**config.mk**
```make
export PLATFORM = sky130hd
export DESIGN_NAME = capcmp_timer
export DESIGN_NICKNAME = d
export VERILOG_FILES = /design/src/rtl/capcmp_pkg.sv /design/src/rtl/capcmp_sync.sv /design/src/rtl/capcmp_count.sv /design/src/rtl/capcmp_capture.sv /design/src/rtl/capcmp_match.sv /design/src/rtl/capcmp_timer.sv
export SDC_FILE = /design/constraint.sdc
export NUM_CORES = 1
export LEC_CHECK = 0
export ABC_AREA = 1
export BUFFER_PORTS_ARGS = -buffer_cell sky130_fd_sc_hd__buf_4
export CORE_MARGIN = 1.5
export CORE_UTILIZATION = 35
export DETAILED_ROUTE_END_ITERATION = 7
export HOLD_SLACK_MARGIN = 0.06
export PLACE_DENSITY = 0.61
export SYNTH_ARGS = -nofsm -noshare
export SYNTH_HDL_FRONTEND = slang
export SYNTH_SLANG_ARGS = --single-unit
```
**constraint.sdc**
```tcl
create_clock -name clk_i -period 1.7 [get_ports clk_i]
set_clock_uncertainty 0.15 [all_clocks]
set_input_delay 0.17 -clock clk_i [delete_from_list [all_inputs] [get_ports clk_i]]
set_output_delay 0.17 -clock clk_i [all_outputs]
set_load 0.02 [all_outputs]
```
**src/rtl/capcmp_pkg.sv**
```systemverilog
package capcmp_pkg;
  localparam int REG_AW = 4;
  localparam int N_CMP  = 3;

  localparam logic [REG_AW-1:0] A_CTRL = 4'd0;
  localparam logic [REG_AW-1:0] A_EDGE = 4'd1;
  localparam logic [REG_AW-1:0] A_CMP0 = 4'd2;
  localparam logic [REG_AW-1:0] A_CMP1 = 4'd3;
  localparam logic [REG_AW-1:0] A_CMP2 = 4'd4;
  localparam logic [REG_AW-1:0] A_SET0 = 4'd5;
  localparam logic [REG_AW-1:0] A_RST0 = 4'd6;
  localparam logic [REG_AW-1:0] A_SET1 = 4'd7;
  localparam logic [REG_AW-1:0] A_RST1 = 4'd8;
  localparam logic [REG_AW-1:0] A_TGLE = 4'd9;
  localparam logic [REG_AW-1:0] A_CLR  = 4'd10;

  typedef enum logic [1:0] {
    EDGE_OFF  = 2'd0,
    EDGE_RISE = 2'd1,
    EDGE_FALL = 2'd2,
    EDGE_BOTH = 2'd3
  } edge_sel_e;
endpackage

```
**src/rtl/capcmp_sync.sv**
```systemverilog
module capcmp_sync (
  input  logic clk_i,
  input  logic rst_ni,
  input  logic d_i,
  output logic rise_o,
  output logic fall_o
);
  logic s1_q, s2_q, prev_q;

  always_ff @(posedge clk_i or negedge rst_ni) begin
    if (!rst_ni) begin
      s1_q   <= 1'b0;
      s2_q   <= 1'b0;
      prev_q <= 1'b0;
    end else begin
      s1_q   <= d_i;
      s2_q   <= s1_q;
      prev_q <= s2_q;
    end
  end

  assign rise_o = s2_q & ~prev_q;
  assign fall_o = ~s2_q & prev_q;
endmodule

```
**src/rtl/capcmp_count.sv**
```systemverilog
module capcmp_count #(
  parameter int CNT_W = 16,
  parameter int DIV_W = 8
) (
  input  logic             clk_i,
  input  logic             rst_ni,
  input  logic             run_i,
  input  logic             src_ext_i,
  input  logic [DIV_W-1:0] div_i,
  input  logic             evt_i,
  input  logic             ext_rst_i,
  input  logic             ovf_clr_i,
  output logic [CNT_W-1:0] cnt_o,
  output logic             inc_o,
  output logic             ovf_flag_o
);
  logic evt_rise, evt_fall, clr_rise, clr_fall;
  logic [DIV_W-1:0] pc_q;
  logic tick;

  capcmp_sync u_evt_sync (.clk_i, .rst_ni, .d_i(evt_i),     .rise_o(evt_rise), .fall_o(evt_fall));
  capcmp_sync u_clr_sync (.clk_i, .rst_ni, .d_i(ext_rst_i), .rise_o(clr_rise), .fall_o(clr_fall));

  assign tick = run_i & (src_ext_i ? evt_rise : (pc_q == div_i));

  always_ff @(posedge clk_i or negedge rst_ni) begin
    if (!rst_ni) begin
      pc_q       <= '0;
      cnt_o      <= '0;
      inc_o      <= 1'b0;
      ovf_flag_o <= 1'b0;
    end else begin
      if (clr_rise || !run_i || src_ext_i || pc_q == div_i) pc_q <= '0;
      else                                                  pc_q <= pc_q + 1'b1;

      if (clr_rise)  cnt_o <= '0;
      else if (tick) cnt_o <= cnt_o + 1'b1;

      inc_o      <= tick & ~clr_rise;
      // set wins over a same-cycle clear
      ovf_flag_o <= (ovf_flag_o & ~ovf_clr_i) | (tick & ~clr_rise & (&cnt_o));
    end
  end

  logic unused_fall;
  assign unused_fall = evt_fall ^ clr_fall;
endmodule

```
**src/rtl/capcmp_capture.sv**
```systemverilog
module capcmp_capture import capcmp_pkg::*; #(
  parameter int CNT_W = 16
) (
  input  logic             clk_i,
  input  logic             rst_ni,
  input  logic             cap_i,
  input  edge_sel_e        mode_i,
  input  logic [CNT_W-1:0] cnt_i,
  input  logic             clr_i,
  output logic [CNT_W-1:0] val_o,
  output logic             flag_o
);
  logic rise, fall, hit;

  capcmp_sync u_sync (.clk_i, .rst_ni, .d_i(cap_i), .rise_o(rise), .fall_o(fall));

  always_comb begin
    unique case (mode_i)
      EDGE_RISE: hit = rise;
      EDGE_FALL: hit = fall;
      EDGE_BOTH: hit = rise | fall;
      default:   hit = 1'b0;
    endcase
  end

  always_ff @(posedge clk_i or negedge rst_ni) begin
    if (!rst_ni) begin
      val_o  <= '0;
      flag_o <= 1'b0;
    end else begin
      if (hit) val_o <= cnt_i;
      flag_o <= (flag_o & ~clr_i) | hit;
    end
  end
endmodule

```
**src/rtl/capcmp_match.sv**
```systemverilog
module capcmp_match import capcmp_pkg::*; #(
  parameter int CNT_W = 16,
  parameter int N_SR  = 6,
  parameter int N_TGL = 2
) (
  input  logic                        clk_i,
  input  logic                        rst_ni,
  input  logic [CNT_W-1:0]            cnt_i,
  input  logic                        inc_i,
  input  logic [N_CMP-1:0][CNT_W-1:0] cmp_i,
  input  logic [N_SR-1:0]             set0_i,
  input  logic [N_SR-1:0]             rst0_i,
  input  logic [N_SR-1:0]             set1_i,
  input  logic [N_SR-1:0]             rst1_i,
  input  logic [N_TGL-1:0]            tgl_en_i,
  input  logic [N_CMP-1:0]            clr_i,
  output logic [N_SR-1:0]             sr_o,
  output logic [N_TGL-1:0]            tgl_o,
  output logic [N_CMP-1:0]            flag_o
);
  logic [N_CMP-1:0] hit;
  logic [N_SR-1:0]  set_req, rst_req;

  for (genvar k = 0; k < N_CMP; k++) begin : g_cmp
    assign hit[k] = inc_i & (cnt_i == cmp_i[k]);
  end

  assign set_req = ({N_SR{hit[0]}} & set0_i) | ({N_SR{hit[1]}} & set1_i);
  assign rst_req = ({N_SR{hit[0]}} & rst0_i) | ({N_SR{hit[1]}} & rst1_i);

  always_ff @(posedge clk_i or negedge rst_ni) begin
    if (!rst_ni) begin
      sr_o   <= '0;
      tgl_o  <= '0;
      flag_o <= '0;
    end else begin
      sr_o   <= (sr_o | set_req) & ~rst_req;
      tgl_o  <= tgl_o ^ ({N_TGL{hit[2]}} & tgl_en_i);
      flag_o <= (flag_o & ~clr_i) | hit;
    end
  end
endmodule

```
**src/rtl/capcmp_timer.sv**
```systemverilog
module capcmp_timer import capcmp_pkg::*; #(
  parameter int CNT_W = 16,
  parameter int N_CAP = 4,
  parameter int N_SR  = 6,
  parameter int N_TGL = 2,
  parameter int DIV_W = 8
) (
  input  logic                   clk_i,
  input  logic                   rst_ni,
  input  logic                   evt_i,
  input  logic                   ext_rst_i,
  input  logic [N_CAP-1:0]       cap_i,
  input  logic                   wr_en_i,
  input  logic [REG_AW-1:0]      wr_addr_i,
  input  logic [CNT_W-1:0]       wr_data_i,
  output logic [CNT_W-1:0]       cnt_o,
  output logic [N_CAP*CNT_W-1:0] cap_val_o,
  output logic [N_CAP-1:0]       cap_flag_o,
  output logic                   ovf_flag_o,
  output logic [N_CMP-1:0]       cmp_flag_o,
  output logic [N_SR-1:0]        sr_o,
  output logic [N_TGL-1:0]       tgl_o
);
  localparam int CLR_W   = N_CAP + 1 + N_CMP;
  localparam int OVF_BIT = N_CAP;
  localparam int CMP_LSB = N_CAP + 1;

  logic                        run_q, src_q;
  logic [DIV_W-1:0]            div_q;
  logic [2*N_CAP-1:0]          edge_q;
  logic [N_CMP-1:0][CNT_W-1:0] cmp_q;
  logic [N_SR-1:0]             set0_q, rst0_q, set1_q, rst1_q;
  logic [N_TGL-1:0]            tgl_en_q;
  logic [CLR_W-1:0]            clr;
  logic                        inc;

  assign clr = (wr_en_i && wr_addr_i == A_CLR) ? wr_data_i[CLR_W-1:0] : '0;

  always_ff @(posedge clk_i or negedge rst_ni) begin
    if (!rst_ni) begin
      run_q    <= 1'b0;
      src_q    <= 1'b0;
      div_q    <= '0;
      edge_q   <= '0;
      cmp_q    <= '0;
      set0_q   <= '0;
      rst0_q   <= '0;
      set1_q   <= '0;
      rst1_q   <= '0;
      tgl_en_q <= '0;
    end else if (wr_en_i) begin
      unique case (wr_addr_i)
        A_CTRL: begin
          run_q <= wr_data_i[0];
          src_q <= wr_data_i[1];
          div_q <= wr_data_i[DIV_W+7:8];
        end
        A_EDGE: edge_q   <= wr_data_i[2*N_CAP-1:0];
        A_CMP0: cmp_q[0] <= wr_data_i;
        A_CMP1: cmp_q[1] <= wr_data_i;
        A_CMP2: cmp_q[2] <= wr_data_i;
        A_SET0: set0_q   <= wr_data_i[N_SR-1:0];
        A_RST0: rst0_q   <= wr_data_i[N_SR-1:0];
        A_SET1: set1_q   <= wr_data_i[N_SR-1:0];
        A_RST1: rst1_q   <= wr_data_i[N_SR-1:0];
        A_TGLE: tgl_en_q <= wr_data_i[N_TGL-1:0];
        default: ;
      endcase
    end
  end

  capcmp_count #(.CNT_W(CNT_W), .DIV_W(DIV_W)) u_count (
    .clk_i, .rst_ni,
    .run_i(run_q), .src_ext_i(src_q), .div_i(div_q),
    .evt_i, .ext_rst_i, .ovf_clr_i(clr[OVF_BIT]),
    .cnt_o, .inc_o(inc), .ovf_flag_o
  );

  for (genvar g = 0; g < N_CAP; g++) begin : g_cap
    capcmp_capture #(.CNT_W(CNT_W)) u_cap (
      .clk_i, .rst_ni,
      .cap_i(cap_i[g]),
      .mode_i(edge_sel_e'(edge_q[2*g +: 2])),
      .cnt_i(cnt_o),
      .clr_i(clr[g]),
      .val_o(cap_val_o[g*CNT_W +: CNT_W]),
      .flag_o(cap_flag_o[g])
    );
  end

  capcmp_match #(.CNT_W(CNT_W), .N_SR(N_SR), .N_TGL(N_TGL)) u_match (
    .clk_i, .rst_ni,
    .cnt_i(cnt_o), .inc_i(inc), .cmp_i(cmp_q),
    .set0_i(set0_q), .rst0_i(rst0_q), .set1_i(set1_q), .rst1_i(rst1_q),
    .tgl_en_i(tgl_en_q),
    .clr_i(clr[CMP_LSB +: N_CMP]),
    .sr_o, .tgl_o, .flag_o(cmp_flag_o)
  );
endmodule

```
==> impl_summary.txt <==
----------------------------------------------------
[STA]
  WHS ... 81.6 ps
  Setup repair after global routing missed its margin ... yes
  Total count of max-transition violations in the final report ... 0
  Total negative slack for setup checks ... -165 ps
  Maximum frequency from static timing analysis ... around 0.58 GHz
  Measured slew at the worst slew-check pin ... 423 ps
  Hold Fails Final Rpt ... 0
  Final critical-path setup slack ... -29.8 ps
  Worst max-slew margin expressed relative to the limit ... 71.8%
  Post-route fraction of the period consumed by the critical path ... 102%
  Final setup violation count ... 16
  Final critical path time including I/O delays and setup ... 1730 ps

[Setup path]
  Endpoint arrival time on the critical path ... 1980 ps
  Worst Path Max Fanout ... 8
  Critical path capture point type ... flop
  Critical Path RT ... between 1500 and 2000 ps
  CP delay by family, top ... buffers and inverters
  Critical path type ... flop to flop
  CP startpoint kind ... flop
  Slowest cell on the critical path ... sky130_fd_sc_hd__dfrtp_1
  Cell depth of the worst flop-to-flop path ... 9
  Slowest Stage Delay on Critical Path ... 410 ps
  Startpoint of the worst-slack reg-to-reg timing path ... g_cap[0].u_cap.u_sync.s2_q
  Bufs and invs on worst path ... 3
  Setup slack of the worst register-to-register path ... -30 ps
  Crit path cell chain ... inv_2 > ha_4 > a21oi_2 > o21a_1 > a31oi_4 > buf_12 > clkbuf_16 > nand2_1 > o21ai_0
  Critical R2R Capture ... g_cap[0].u_cap.val_o[4]

[Clocking]
  Clk slew on worst S/H paths ... 60 ps
  TritonCTS clock tree ... yes
  Htree depth ... 1
  Clock Latency Late Sink ... just over 500 ps
  Total CTS buffers ... 24
  Deepest clock path buffer count ... 3
  Number of clock sinks seen by CTS ... 215
  Clock tree root buffer cell ... sky130_fd_sc_hd__clkbuf_16

[Worst hold path]
  Cell count of the worst hold path ... 4
  Hold WC Path Type ... input port to flop
  Hold Path Sink ... edge_q[7]
  Hold path start ... wr_en_i

[Power and ir drop]
  Sequential group share of total power ... 42.7%
  Maximum vdd ir drop ... about 0.55 mV
  Clk network pwr share ... 35.5%
  Design internal power ... 10.3 mW
  P_leak ... 6.42 nW
  Pwr dens ... approximately 1100 nW/um2
  Combinational share of power ... 21.8%
  Tot Pwr ... 14.7 mW
  Switch share ... 30.0%
  Net switching power of the design ... 4.41 mW

[Floorplan]
  Placement row count ... 59
  Area of the placeable core ... 26200 um2
  Initial cell density of the core ... 35.8%
  Die Y-Extent ... 167 um
  Die footprint ... 27800 um2
  I/O pins ... 125
  Die width ... 167 um

[Yosys]
  Total nets after synthesis ... 1076
  Post-synthesis instance total ... roughly 1.0k
  Synth Warn # ... 0
  Combined area of all synthesized cells ... 9390 um2
  Synth Register Bits ... approximately 220
  Number of distinct library cell variants in the gate-level netlist after synthesis ... 37
  Area contributors post-synth ... sky130_fd_sc_hd__dfrtp_1 57%, sky130_fd_sc_hd__nand2_1 10%, sky130_fd_sc_hd__o21ai_0 8.7%
  Post-synthesis average cell area ... 9.06 um2
  Share of the yosys chip area belonging to registers ... between 50% and 60%
  Cell taking the most area after synthesis ... sky130_fd_sc_hd__dfrtp_1
  Post-synth top area share ... 57.3%

[Cells and area]
  Post-layout util ... 51.0%
  Number of nets at the end of the flow ... 1312
  Fill cell count ... 2391
  Antenna Diode Count ... 0
  Total area of sequential cells ... 5390 um2
  Post-layout instance count excluding filler cells ... 1625
  Area Overhead vs Synth ... 42.4%
  Area occupied by multi-input gates ... 3980 um2
  Layout Cell Area excl Fill ... 13400 um2
  Ratio of cells with drive above 1 in the final layout ... 32.7%

[Place]
  Count of port buffers added during placement ... 124
  Placement Cell Area ... about 11000 um2
  Global placement routability congestion ... 0.815
  Total half-perimeter wirelength after legalization and detailed placement ... 17.8 mm
  Pre-CTS setup slack ... -127 ps
  Dpl cells ... 1517

[Flow run]
  Max-cap violations ... 0

[Route]
  Wirelength, routed ... 27.8 mm
  Avg Vias per Cell ... around 4.9
  Violation count after the first detailed-routing iteration ... 675
  Wirelength per Cell ... 17.1 um
  DRC violation count after routing ... 17
  Antenna Violating Nets Remaining ... 0
  Detailed Routing Iterations Pass 1 ... 8
  Total via count after detailed routing ... roughly 8.0k

[GRT]
  Number of global-route vias before repair ... 7644
  Maximum number of pins on one net before global-route repair ... 52
  Global-route wire length before repair ... around 41 mm
  Antenna violations before repair ... 0
  Remaining global-route overflow ... 0
  Overall global routing resource usage ... 18.5%

[Outcome]
  Failing checks ... design-rule violations, negative setup slack
  Outcome ... finished with violations

----------------------------------------------------
worst max-delay path by stage:
stage,from,slack (ps),endpoint,depth (start not counted)
after CTS,u_count.cnt_o[14],-20,u_match.sr_o[2],9
after global placement,u_count.cnt_o[2],-120,u_count.cnt_o[13],7
after detailed placement,u_count.cnt_o[2],-130,u_count.cnt_o[13],7
after floorplan,g_cap[1].u_cap.u_sync.s2_q,3,g_cap[1].u_cap.val_o[10],7
after global routing,g_cap[0].u_cap.u_sync.s2_q,-120,g_cap[0].u_cap.val_o[4],9
final,g_cap[0].u_cap.u_sync.s2_q,-30,g_cap[0].u_cap.val_o[4],9
synthesized netlist by cell type, drive strengths merged:
| library cell | instances |
|---|---|
| a21oi | 17 |
| nor2 | 68 |
| or2 | 2 |
| o21a | 4 |
| clkinv | 2 |
| a31oi | 4 |
| nand3 | 49 |
| nor3b | 2 |
| xnor2 | 21 |
| ha | 10 |
| buf | 28 |
| o21ai | 182 |
| nand3b | 2 |
| a21boi | 1 |
| nand2 | 264 |
| nor3 | 11 |
| clkbuf | 18 |
| nor4 | 1 |
| inv | 98 |
| xor2 | 19 |
| dfrtp | 215 |
| nand4 | 19 |
final cells by class:
type	instances	area share, %
Multi-Input combinational cell	679	29.7
Clock buffer	34	5.23
Inverter	100	2.92
Sequential cell	215	40.3
Clock inverter	9	0.767
Tap cell	335	3.13
Timing Repair Buffer	253	17.9
kinds of logic (layout without fill, tap and decap cells):
logic type | after synthesis | count (layout) | synth area share [%]
and+or+nand+nor | 418 | 421 | 19.7
AOI/OAI and AO/OA | 208 | 208 | 11.3
buffers and inverters | 146 | 396 | 6.69
adders and majority gates | 10 | 10 | 1.33
DFF | 215 | 215 | 57.3
xor gates and xnor gates | 40 | 40 | 3.73
power groups by stage:
stage | sequential [mW] | clock (mW) | combinational (mW)
3_5_place_dp | 6.34 | 0 | 2.50
2_1_floorplan | 6.36 | 0 | 1.37
6_report | 6.29 | 5.23 | 3.21
3_3_place_gp | 6.33 | 0 | 2.44
4_1_cts | 6.26 | 5.34 | 2.63
5_1_grt | 6.36 | 5.56 | 3.51
per-layer routing:
| metal | vias up | share of wire, % | GRT usage (%) | routed length [um] |
|---|---|---|---|---|
| li1 | 3820 | - | - | - |
| met1 | 3883 | 45 | 26.9 | 12400 |
| met2 | 270 | 48 | 29.1 | 13300 |
| met3 | 31 | 5.8 | 2.78 | 1600 |
| met4 | 0 | 1.8 | 4.15 | 514 |
| met5 | - | 0 | 0 | 0 |
layout by cell type (no fill, tap or decap), types with 3 or more instances in the layout:
| cell | instances |
|---|---|
| sky130_fd_sc_hd__nand2_1 | 217 |
| sky130_fd_sc_hd__dfrtp_1 | 204 |
| sky130_fd_sc_hd__buf_4 | 184 |
| sky130_fd_sc_hd__o21ai_0 | 127 |
| sky130_fd_sc_hd__inv_1 | 80 |
| sky130_fd_sc_hd__nor2_1 | 48 |
| sky130_fd_sc_hd__nand3_1 | 40 |
| sky130_fd_sc_hd__clkbuf_16 | 33 |
| sky130_fd_sc_hd__dlygate4sd3_1 | 31 |
| sky130_fd_sc_hd__o21ai_2 | 30 |
| sky130_fd_sc_hd__nand2_2 | 26 |
| sky130_fd_sc_hd__o21ai_1 | 24 |
| sky130_fd_sc_hd__nand2_4 | 21 |
| sky130_fd_sc_hd__xnor2_1 | 19 |
| sky130_fd_sc_hd__nand4_1 | 18 |
| sky130_fd_sc_hd__xor2_1 | 18 |
| sky130_fd_sc_hd__buf_12 | 17 |
| sky130_fd_sc_hd__inv_2 | 16 |
| sky130_fd_sc_hd__a21oi_1 | 15 |
| sky130_fd_sc_hd__nor2_2 | 12 |
| sky130_fd_sc_hd__dfrtp_2 | 11 |
| sky130_fd_sc_hd__nor2_4 | 9 |
| sky130_fd_sc_hd__buf_6 | 8 |
| sky130_fd_sc_hd__nand3_2 | 7 |
| sky130_fd_sc_hd__ha_1 | 7 |
| sky130_fd_sc_hd__nor3_2 | 6 |
| sky130_fd_sc_hd__clkbuf_8 | 5 |
| sky130_fd_sc_hd__clkbuf_1 | 5 |
| sky130_fd_sc_hd__o21a_1 | 4 |
| sky130_fd_sc_hd__clkinv_2 | 4 |
| sky130_fd_sc_hd__nor3_1 | 3 |
| sky130_fd_sc_hd__clkinvlp_4 | 3 |
| sky130_fd_sc_hd__buf_8 | 3 |
state kept, by name, summed over array words and instances (netlist names), 4 cells and up:
name                       count
g_cap.u_cap.u_sync.s1_q        4
g_cap.u_cap.u_sync.prev_q      4
u_count.pc_q                   8
g_cap.u_cap.u_sync.s2_q        4
edge_q                         8
cmp_q                         48
rst1_q                         6
u_match.sr_o                   6
set1_q                         6
g_cap.u_cap.val_o             64
set0_q                         6
rst0_q                         6
u_count.cnt_o                 16
g_cap.u_cap.flag_o             4
div_q                          8
worst reg2reg max path, stage by stage, from the launching register on:
cell                        delay (ps)
sky130_fd_sc_hd__dfrtp_1           410
sky130_fd_sc_hd__inv_2              80
sky130_fd_sc_hd__ha_4              190
sky130_fd_sc_hd__a21oi_2           120
sky130_fd_sc_hd__o21a_1            170
sky130_fd_sc_hd__a31oi_4            50
sky130_fd_sc_hd__buf_12            160
sky130_fd_sc_hd__clkbuf_16         170
sky130_fd_sc_hd__nand2_1            50
sky130_fd_sc_hd__o21ai_0            70
repair_timing:
action                                  in CTS  in global routing
gates resized for setup                     15                188
hold buffers                                32                  0
hold endpoints to repair                   317                  0
pin swaps                                    5                 29
endpoints found under the setup margin      12                 97
setup buffers                                5                 16
cloned                                       2                 11
Power figures use the tool's default switching activity.
